[config.mk]
export PLATFORM = sky130hd
export DESIGN_NAME = seg_xlate
export DESIGN_NICKNAME = d
export VERILOG_FILES = /design/src/rtl/segx_pkg.sv /design/src/rtl/seg_table.sv /design/src/rtl/seg_check.sv /design/src/rtl/seg_xlate.sv
export SDC_FILE = /design/constraint.sdc
export NUM_CORES = 1
export LEC_CHECK = 0
export ABC_AREA = 0
export CAP_MARGIN = 10
export CORE_ASPECT_RATIO = 1.25
export CORE_UTILIZATION = 30
export CTS_CLUSTER_SIZE = 30
export DETAILED_ROUTE_END_ITERATION = 10
export DONT_BUFFER_PORTS = 1
export PLACE_DENSITY = 0.45
export SETUP_SLACK_MARGIN = 0.3
export SLEW_MARGIN = 40
export SYNTH_ARGS = -nofsm -noshare
export SYNTH_HDL_FRONTEND = slang
export SYNTH_SLANG_ARGS = --single-unit
[constraint.sdc]
create_clock -name clk -period 6.5 [get_ports clk]
set_clock_uncertainty 0.1 [all_clocks]
set_input_delay 1.3 -clock clk [delete_from_list [all_inputs] [get_ports clk]]
set_output_delay 1.3 -clock clk [all_outputs]
set_load 0.01 [all_outputs]
[src/rtl/segx_pkg.sv]
package segx_pkg;
    typedef enum logic [1:0] {
        FLT_NONE    = 2'd0,
        FLT_BOUNDS  = 2'd1,
        FLT_INVALID = 2'd2,
        FLT_PROT    = 2'd3
    } seg_fault_e;
endpackage

[src/rtl/seg_table.sv]
module seg_table #(
    parameter int SEG_W = 2,
    parameter int PA_W  = 16,
    parameter int LEN_W = 13
) (
    input  logic             clk,
    input  logic             rst_n,
    input  logic             we,
    input  logic [SEG_W-1:0] widx,
    input  logic [PA_W-1:0]  wbase,
    input  logic [LEN_W-1:0] wlen,
    input  logic             wvalid,
    input  logic             wronly,
    input  logic [SEG_W-1:0] ridx,
    output logic [PA_W-1:0]  rbase,
    output logic [LEN_W-1:0] rlen,
    output logic             rvalid,
    output logic             rronly
);
    localparam int NSEG = 1 << SEG_W;

    typedef struct packed {
        logic             valid;
        logic             ronly;
        logic [LEN_W-1:0] len;
        logic [PA_W-1:0]  base;
    } ent_t;

    ent_t tab_d [NSEG];
    ent_t tab_q [NSEG];

    always_comb begin
        for (int i = 0; i < NSEG; i++) begin
            tab_d[i] = tab_q[i];
            if (we && widx == SEG_W'(i)) begin
                tab_d[i].valid = wvalid;
                tab_d[i].ronly = wronly;
                tab_d[i].len   = wlen;
                tab_d[i].base  = wbase;
            end
        end
    end

    always_ff @(posedge clk or negedge rst_n) begin
        if (!rst_n) begin
            for (int i = 0; i < NSEG; i++) tab_q[i] <= '0;
        end else begin
            for (int i = 0; i < NSEG; i++) tab_q[i] <= tab_d[i];
        end
    end

    assign rbase  = tab_q[ridx].base;
    assign rlen   = tab_q[ridx].len;
    assign rvalid = tab_q[ridx].valid;
    assign rronly = tab_q[ridx].ronly;

    for (genvar g = 0; g < NSEG; g++) begin : g_chk
        assert_write_lands_R2: assert property (@(posedge clk) disable iff (!rst_n)
            (we && widx == SEG_W'(g)) |=> (tab_q[g].base == $past(wbase) &&
                                            tab_q[g].len == $past(wlen) &&
                                            tab_q[g].valid == $past(wvalid)));
        assert_entry_hold_R2: assert property (@(posedge clk) disable iff (!rst_n)
            !(we && widx == SEG_W'(g)) |=> $stable(tab_q[g]));
    end
endmodule

[src/rtl/seg_check.sv]
module seg_check
    import segx_pkg::*;
#(
    parameter int OFF_W = 12,
    parameter int PA_W  = 16,
    parameter int LEN_W = 13
) (
    input  logic [OFF_W-1:0] offset,
    input  logic             is_write,
    input  logic [PA_W-1:0]  base,
    input  logic [LEN_W-1:0] len,
    input  logic             ent_valid,
    input  logic             ent_ronly,
    output logic [PA_W-1:0]  paddr,
    output seg_fault_e       fault
);
    logic out_of_range;

    always_comb begin
        out_of_range = LEN_W'(offset) >= len;
        paddr        = '0;
        if (!ent_valid)                fault = FLT_INVALID;
        else if (out_of_range)         fault = FLT_BOUNDS;
        else if (is_write && ent_ronly) fault = FLT_PROT;
        else begin
            fault = FLT_NONE;
            paddr = base + PA_W'(offset);
        end
    end
endmodule

[src/rtl/seg_xlate.sv]
module seg_xlate
    import segx_pkg::*;
#(
    parameter int VA_W  = 14,
    parameter int SEG_W = 2,
    parameter int PA_W  = 16
) (
    input  logic                     clk,
    input  logic                     rst_n,
    input  logic                     tbl_we,
    input  logic [SEG_W-1:0]         tbl_idx,
    input  logic [PA_W-1:0]          tbl_base,
    input  logic [VA_W-SEG_W:0]      tbl_len,
    input  logic                     tbl_valid,
    input  logic                     tbl_ronly,
    input  logic                     req_valid,
    input  logic [VA_W-1:0]          req_vaddr,
    input  logic                     req_write,
    output logic                     rsp_valid,
    output logic [PA_W-1:0]          rsp_paddr,
    output logic [1:0]               rsp_fault
);
    localparam int OFF_W = VA_W - SEG_W;
    localparam int LEN_W = OFF_W + 1;

    typedef struct packed {
        logic             valid;
        logic [PA_W-1:0]  paddr;
        seg_fault_e       fault;
    } rsp_t;

    logic [SEG_W-1:0] seg_sel;
    logic [OFF_W-1:0] seg_off;
    logic [PA_W-1:0]  ent_base;
    logic [LEN_W-1:0] ent_len;
    logic             ent_valid, ent_ronly;
    logic [PA_W-1:0]  xl_paddr;
    seg_fault_e       xl_fault;
    rsp_t             rsp_d, rsp_q;

    assign seg_sel = req_vaddr[VA_W-1:OFF_W];
    assign seg_off = req_vaddr[OFF_W-1:0];

    seg_table #(.SEG_W(SEG_W), .PA_W(PA_W), .LEN_W(LEN_W)) u_table (
        .clk(clk), .rst_n(rst_n),
        .we(tbl_we), .widx(tbl_idx), .wbase(tbl_base), .wlen(tbl_len),
        .wvalid(tbl_valid), .wronly(tbl_ronly),
        .ridx(seg_sel), .rbase(ent_base), .rlen(ent_len),
        .rvalid(ent_valid), .rronly(ent_ronly)
    );

    seg_check #(.OFF_W(OFF_W), .PA_W(PA_W), .LEN_W(LEN_W)) u_check (
        .offset(seg_off), .is_write(req_write),
        .base(ent_base), .len(ent_len),
        .ent_valid(ent_valid), .ent_ronly(ent_ronly),
        .paddr(xl_paddr), .fault(xl_fault)
    );

    always_comb begin
        rsp_d = '0;
        if (req_valid) begin
            rsp_d.valid = 1'b1;
            rsp_d.paddr = xl_paddr;
            rsp_d.fault = xl_fault;
        end
    end

    always_ff @(posedge clk or negedge rst_n) begin
        if (!rst_n) rsp_q <= '0;
        else        rsp_q <= rsp_d;
    end

    assign rsp_valid = rsp_q.valid;
    assign rsp_paddr = rsp_q.paddr;
    assign rsp_fault = rsp_q.fault;

    assert_rsp_strobe_R7: assert property (@(posedge clk) disable iff (!rst_n)
        req_valid |=> rsp_valid);
    assert_idle_quiet_R7: assert property (@(posedge clk) disable iff (!rst_n)
        !req_valid |=> (!rsp_valid && rsp_fault == 2'd0 && rsp_paddr == '0));
    assert_fault_no_addr_R4: assert property (@(posedge clk) disable iff (!rst_n)
        (rsp_valid && rsp_fault != 2'd0) |-> rsp_paddr == '0);
    assert_prot_needs_write_R6: assert property (@(posedge clk) disable iff (!rst_n)
        (rsp_fault == 2'd3) |-> $past(req_write));
endmodule

# Word-level counts from Yosys, hierarchy flattened
# Index checks and enable logic that the tools add are counted.
word_totals:
  regBits: 143
op_classes:
  add_sub_neg: 1
  order_cmp: 2
  eq_ne: 3
  muxes: 10
  n_bitwise: 1
  n_reduce_logical: 6
ops:
  columns: ["op", "n"]
  rows:
  - ["$bmux 31 s2", 1]
  - ["$mux 31", 2]
  - ["$mux 16", 3]
  - ["$mux 19", 1]
  - ["$add 16x12->16", 1]
  - ["$ge 12x13->1", 1]
  - ["$mux 2", 3]
  - ["$logic_and 1x1->1", 5]
  - ["$eq 2x2->1 const B", 2]
  - ["$ge 3x3->1 const B", 1]
  - ["$not 2->3", 1]
  - ["$eq 2x1->1 const B", 1]
  - ["$logic_not 2->1", 1]

# Longest topological paths before layout
logic_depth:
  word_depth: 9
  depth_mapped: 14

# Cells and area by module
# From an unflattened synthesis, not the netlist that was laid out.
hier_totals:
  cells_unflattened: 490
  area_unflattened_um2: 7011.7
modules_own_cells:
  columns: ["module", "instances", "cells_each", "area_each_um2", "seq_area_each_um2"]
  rows:
  - ["seg_table", 1, 301, 5331.4, 3103.0]
  - ["seg_check", 1, 151, 1063.5, 0.0]
  - ["seg_xlate", 1, 38, 616.8, 475.5]

# Worst setup path after synthesis
# Ideal clock, no wire load.
synth_timing:
  path_kind: "input to register"
  start: "input req_vaddr[12]"
  end: "register rsp_q, in the netlist rsp_paddr[12]"
  arrival_ns: 4.029
  t_required_ns: 6.282
  slack_ns: 2.252
  stages: 12
  n_path_buf: 3
  path_cell_list: "buf_6 -> buf_4 -> buf_2 -> mux4_2 -> ha_1 -> fa_1 -> a21o_1 -> a221oi_1 -> nor3_1 -> a31oi_1 -> xor2_1 -> nor2_1"
synth_lines:
  columns: ["item", "line_no", "rtl"]
  rows:
  - ["start: declaration", "seg_xlate.sv:17", "input logic [VA_W-1:0] req_vaddr,"]
  - ["end signal: assignment", "seg_xlate.sv:70", "else rsp_q <= rsp_d;"]
  - ["end: declaration", "seg_xlate.sv:39", "rsp_t rsp_d, rsp_q;"]

==> impl_metrics.prom <==
# TYPE chip_impl_metric gauge
chip_impl_metric{name="syn_inst",unit=""} 460
chip_impl_info{name="setup.worst_path.start_class",value="primary input"} 1
chip_impl_metric{name="drc_errors",unit=""} 0
chip_impl_metric{name="critical_path.max_fanout",unit=""} 31
chip_impl_metric{name="power.share.sequential",unit="%"} 44.2
chip_impl_metric{name="dp_hpwl",unit="mm"} 10.0
chip_impl_metric{name="drv.max_cap_violation_count",unit=""} 0
chip_impl_metric{name="power.combinational.fraction",unit="%"} 18.9
chip_impl_metric{name="globalRoute.totalOverflow",unit=""} 0
chip_impl_info{name="dominantRegCellSynth",value="sky130_fd_sc_hd__dfrtp_1"} 1
chip_impl_metric{name="floorplan.rows",unit=""} 61
chip_impl_metric{name="numCtsBuffers",unit=""} 17
chip_impl_metric{name="intPower",unit="mW"} 1.92
chip_impl_metric{name="die-width",unit="um"} 136
chip_impl_metric{name="swShare",unit="%"} 25.4
chip_impl_metric{name="antenna_left",unit=""} 0
chip_impl_metric{name="synth_seq_cells",unit=""} 143
chip_impl_metric{name="mappedNetlistNets",unit=""} 537
chip_impl_metric{name="fp.dieArea",unit="sq mm"} 0.0232
chip_impl_metric{name="synth-edff-count",unit=""} 0
chip_impl_metric{name="net-switching-power",unit="mW"} 0.654
chip_impl_metric{name="number_of_distinct_standard_cells_referenced_by_the_synthesized_netlist",unit=""} 40
chip_impl_metric{name="dp_slack",unit="ps"} 2480
chip_impl_metric{name="power.leakage",unit="nW"} 3.24
chip_impl_metric{name="timing.reg2reg.worst_path_depth",unit=""} 9
chip_impl_metric{name="worst_pin_slew",unit="ps"} 574
chip_impl_metric{name="final_min_period_over_clock_period",unit="%"} 55.1
chip_impl_metric{name="first_global_vias",unit=""} 4128
chip_impl_metric{name="coreArea",unit="sq mm"} 0.0222
chip_impl_info{name="hold-path-endpoint",value="u_table.tab_q[35]"} 1
chip_impl_metric{name="final.fill_count",unit=""} 2099
chip_impl_metric{name="grt_max_degree",unit=""} 144
chip_impl_metric{name="slew_viol_final",unit=""} 0
chip_impl_metric{name="wp_data_arrival",unit="ps"} 3810
chip_impl_metric{name="cts_setup_buffers",unit=""} 0
chip_impl_metric{name="setup_total_negative_slack",unit="ps"} 0
chip_impl_metric{name="syn_area_per_cell",unit="sq um"} 14.7
chip_impl_metric{name="ctsLongestPathBuffers",unit=""} 2
chip_impl_metric{name="gpl.final_weighted_congestion",unit=""} 0.762
chip_impl_metric{name="clock_tree.htree_level_count",unit=""} 4
chip_impl_metric{name="power_density",unit="mW/mm^2"} 338
chip_impl_metric{name="port_buffers",unit=""} 0
chip_impl_metric{name="antenna_found_initial",unit=""} 0
chip_impl_metric{name="final_critical_path_setup_slack",unit="ps"} 2920
chip_impl_metric{name="detailroute.via_count",unit=""} 3761
chip_impl_metric{name="groute.layer.met2.usage",unit="%"} 24.2
chip_impl_metric{name="relative_slew_slack",unit="%"} 61.7
chip_impl_info{name="top_usage_layer",value="met2"} 1
chip_impl_metric{name="drtIter0Drc",unit=""} 163
chip_impl_metric{name="global_route_wire_length_before_repair",unit="mm"} 23.9
chip_impl_info{name="ctsRootBufferMaster",value="sky130_fd_sc_hd__clkbuf_16"} 1
chip_impl_info{name="holdCritStartpoint",value="u_table.tab_q[35]"} 1
chip_impl_metric{name="fin_hold_ws",unit="ps"} 396
chip_impl_metric{name="max_freq",unit="GHz"} 0.279
chip_impl_metric{name="cts.reportedPaths.clkPinSlew",unit="ps"} 60
chip_impl_metric{name="power_frac_clock",unit="%"} 36.9
chip_impl_metric{name="final_layout_size_suffix_gt1_share",unit="%"} 40.2
chip_impl_metric{name="synth-async-reset-ratio",unit="%"} 100
chip_impl_metric{name="gr_util_met1",unit="%"} 16.7
chip_impl_info{name="reg2reg_to",value="rsp_paddr[3]"} 1
chip_impl_info{name="unrepaired_setup_endpoints_after_global_routing",value="false"} 1
chip_impl_metric{name="nNetsFinal",unit=""} 539
chip_impl_metric{name="yosys_warnings",unit=""} 0
chip_impl_info{name="r2r_start",value="u_table.tab_q[24]"} 1
chip_impl_metric{name="dr.pass1.iters",unit=""} 4
chip_impl_metric{name="initial_core_util",unit="%"} 30.5
chip_impl_metric{name="post_cts.resized_instances",unit=""} 0
chip_impl_metric{name="clock_latency",unit="ps"} 420
chip_impl_metric{name="insertedDiodeCount",unit=""} 0
chip_impl_metric{name="finalSetupViolCount",unit=""} 0
chip_impl_metric{name="cts_num_sinks",unit=""} 143
chip_impl_metric{name="area.growth.synth_to_final",unit="%"} 12.8
chip_impl_metric{name="grtUsageMet3",unit="%"} 5.03
chip_impl_metric{name="min_path_cells",unit=""} 1
chip_impl_metric{name="yosysSeqAreaShare",unit="%"} 52.8
chip_impl_metric{name="vias_per_cell",unit=""} 4.96
chip_impl_metric{name="postCtsHoldBufs",unit=""} 0
chip_impl_metric{name="worst-r2r-setup-slack",unit="ps"} 3460
chip_impl_info{name="cp-end-kind",value="flip-flop"} 1
chip_impl_metric{name="critical_path_required",unit="ps"} 6720
chip_impl_info{name="worstSetupPathType",value="in2reg"} 1
chip_impl_metric{name="global_route.usage.total",unit="%"} 14.3
chip_impl_info{name="cts_tree",value="yes"} 1
chip_impl_metric{name="post_drt_wl_per_cell",unit="um"} 20.1
chip_impl_metric{name="chipHeight",unit="um"} 170
chip_impl_metric{name="power.ir.vdd_worst",unit="mV"} 0.193
chip_impl_info{name="outcome",value="complete, no violations"} 1
chip_impl_metric{name="syn-cell-area",unit="sq mm"} 0.00677
chip_impl_metric{name="final_critical_path_time_including_i_o_delays_and_setup",unit="ps"} 3580
chip_impl_metric{name="finalHoldViolations",unit=""} 0
chip_impl_info{name="hp-class",value="reg2reg"} 1
chip_impl_metric{name="ios",unit=""} 71
chip_impl_metric{name="detail_route.wirelength",unit="mm"} 15.2
## final cells by class
class                           count  area (sq um)  area share (%)
Multi-Input combinational cell    282          3040            39.8
Clock buffer                       23           468            6.13
Inverter                           14          52.6           0.688
Timing Repair Buffer                4          30.0           0.393
Tap cell                          283           354            4.64
Clock inverter                      9           110            1.44
Sequential cell                   143          3580            46.9
## cells in the final DEF (no fill, tap or decap), types with 3 or more instances in the layout
| master | synthesis | final |
|---|---|---|
| sky130_fd_sc_hd__dfrtp_1 | 143 | 143 |
| sky130_fd_sc_hd__mux2_2 | 124 | 124 |
| sky130_fd_sc_hd__mux4_2 | 30 | 30 |
| sky130_fd_sc_hd__ha_1 | 24 | 24 |
| sky130_fd_sc_hd__nor2_1 | 17 | 17 |
| sky130_fd_sc_hd__clkbuf_16 | 0 | 17 |
| sky130_fd_sc_hd__inv_1 | 14 | 14 |
| sky130_fd_sc_hd__a21oi_1 | 13 | 13 |
| sky130_fd_sc_hd__nand2_1 | 8 | 8 |
| sky130_fd_sc_hd__o21ai_0 | 7 | 7 |
| sky130_fd_sc_hd__a21o_1 | 6 | 6 |
| sky130_fd_sc_hd__xnor2_1 | 6 | 6 |
| sky130_fd_sc_hd__nand3_1 | 6 | 5 |
| sky130_fd_sc_hd__xor2_1 | 5 | 5 |
| sky130_fd_sc_hd__nor3_1 | 4 | 4 |
| sky130_fd_sc_hd__clkbuf_1 | 4 | 4 |
| sky130_fd_sc_hd__buf_4 | 1 | 4 |
| sky130_fd_sc_hd__a221oi_1 | 3 | 3 |
| sky130_fd_sc_hd__or3_1 | 3 | 3 |
| sky130_fd_sc_hd__and3_1 | 3 | 3 |
| sky130_fd_sc_hd__clkinvlp_4 | 0 | 3 |
## synth_stat cells, types with 2 or more instances
master	instances	area (sq um)
sky130_fd_sc_hd__a211oi_1	2	15.0
sky130_fd_sc_hd__a21boi_0	2	15.0
sky130_fd_sc_hd__a21o_1	6	45.0
sky130_fd_sc_hd__a21oi_1	13	65.1
sky130_fd_sc_hd__a221oi_1	3	26.3
sky130_fd_sc_hd__and3_1	3	18.8
sky130_fd_sc_hd__buf_1	11	41.3
sky130_fd_sc_hd__buf_2	2	10.0
sky130_fd_sc_hd__buf_6	3	33.8
sky130_fd_sc_hd__clkbuf_1	4	15.0
sky130_fd_sc_hd__dfrtp_1	143	3580
sky130_fd_sc_hd__ha_1	24	300
sky130_fd_sc_hd__inv_1	14	52.6
sky130_fd_sc_hd__mux2_2	124	1400
sky130_fd_sc_hd__mux4_2	30	676
sky130_fd_sc_hd__nand2_1	8	30.0
sky130_fd_sc_hd__nand3_1	6	30.0
sky130_fd_sc_hd__nand3b_1	2	15.0
sky130_fd_sc_hd__nor2_1	17	63.8
sky130_fd_sc_hd__nor2b_1	2	12.5
sky130_fd_sc_hd__nor3_1	4	20.0
sky130_fd_sc_hd__o21ai_0	7	35.0
sky130_fd_sc_hd__o21bai_1	2	15.0
sky130_fd_sc_hd__or3_1	3	18.8
sky130_fd_sc_hd__xnor2_1	6	52.6
sky130_fd_sc_hd__xor2_1	5	43.8
## worst max path at each step
stage / start / end / cells past startpoint
after global routing: req_vaddr[12] / rsp_paddr[3] / 9
after global placement: req_vaddr[12] / rsp_paddr[3] / 9
after detailed placement: req_vaddr[12] / rsp_paddr[3] / 9
after CTS: req_vaddr[12] / rsp_paddr[3] / 9
final: req_vaddr[12] / rsp_paddr[3] / 9
after floorplan: req_vaddr[12] / rsp_paddr[12] / 12
## through the flow
stage | area (sq um) | instances | util, % | power (mW)
after floorplan | 6770 | 460 | - | 1.55
after global placement | 7060 | 726 | 31.8 | 1.63
after detailed placement | 7060 | 726 | 31.8 | 1.65
after CTS | 7640 | 758 | 34.4 | 2.61
after global routing | 7640 | 758 | 34.4 | 2.72
final | 7640 | 758 | 34.4 | 2.58
## power groups by stage
stage	Clock (mW)	Sequential (mW)	Combinational (mW)
final	0.952	1.14	0.488
after global routing	1.02	1.16	0.543
after CTS	0.978	1.14	0.495
after detailed placement	0	1.16	0.494
after global placement	0	1.15	0.483
after floorplan	0	1.13	0.421
## sequential cells by signal, indices dropped and copies added (netlist names)
name and count:
u_table.tab_q 124, rsp_valid 1, rsp_paddr 16, rsp_fault 2
## worst max-delay path, cell delays in order
cell and delay (ps):
sky130_fd_sc_hd__mux4_2 480, sky130_fd_sc_hd__inv_1 70, sky130_fd_sc_hd__ha_1 240, sky130_fd_sc_hd__a21o_1 160, sky130_fd_sc_hd__a21oi_1 310, sky130_fd_sc_hd__o211a_1 220, sky130_fd_sc_hd__a221oi_2 80, sky130_fd_sc_hd__or3_1 630
sky130_fd_sc_hd__nor3_1 290
## logic make-up (layout without fill, tap and decap cells)
| family | count (synthesis) | in the layout | synth area share (%) |
|---|---|---|---|
| muxes | 155 | 155 | 31.0 |
| DFF | 143 | 143 | 52.8 |
| and+or+nand+nor | 51 | 51 | 3.75 |
| AOI/OAI and AO/OA | 40 | 40 | 3.90 |
| buffers and inverters | 35 | 50 | 2.37 |
| adders and majority gates | 25 | 25 | 4.73 |
| xor gates and xnor gates | 11 | 11 | 1.42 |
## routing by layer
| metal | routed length [um] | vias to the layer above | share of wire, % |
|---|---|---|---|
| met5 | 0 | - | 0 |
| met2 | 7780 | 59 | 51 |
| met1 | 6350 | 1985 | 42 |
| met4 | 188 | 0 | 1.2 |
| met3 | 899 | 12 | 5.9 |
| li1 | - | 1705 | - |
No activity file was read; power rests on OpenSTA's default activity.
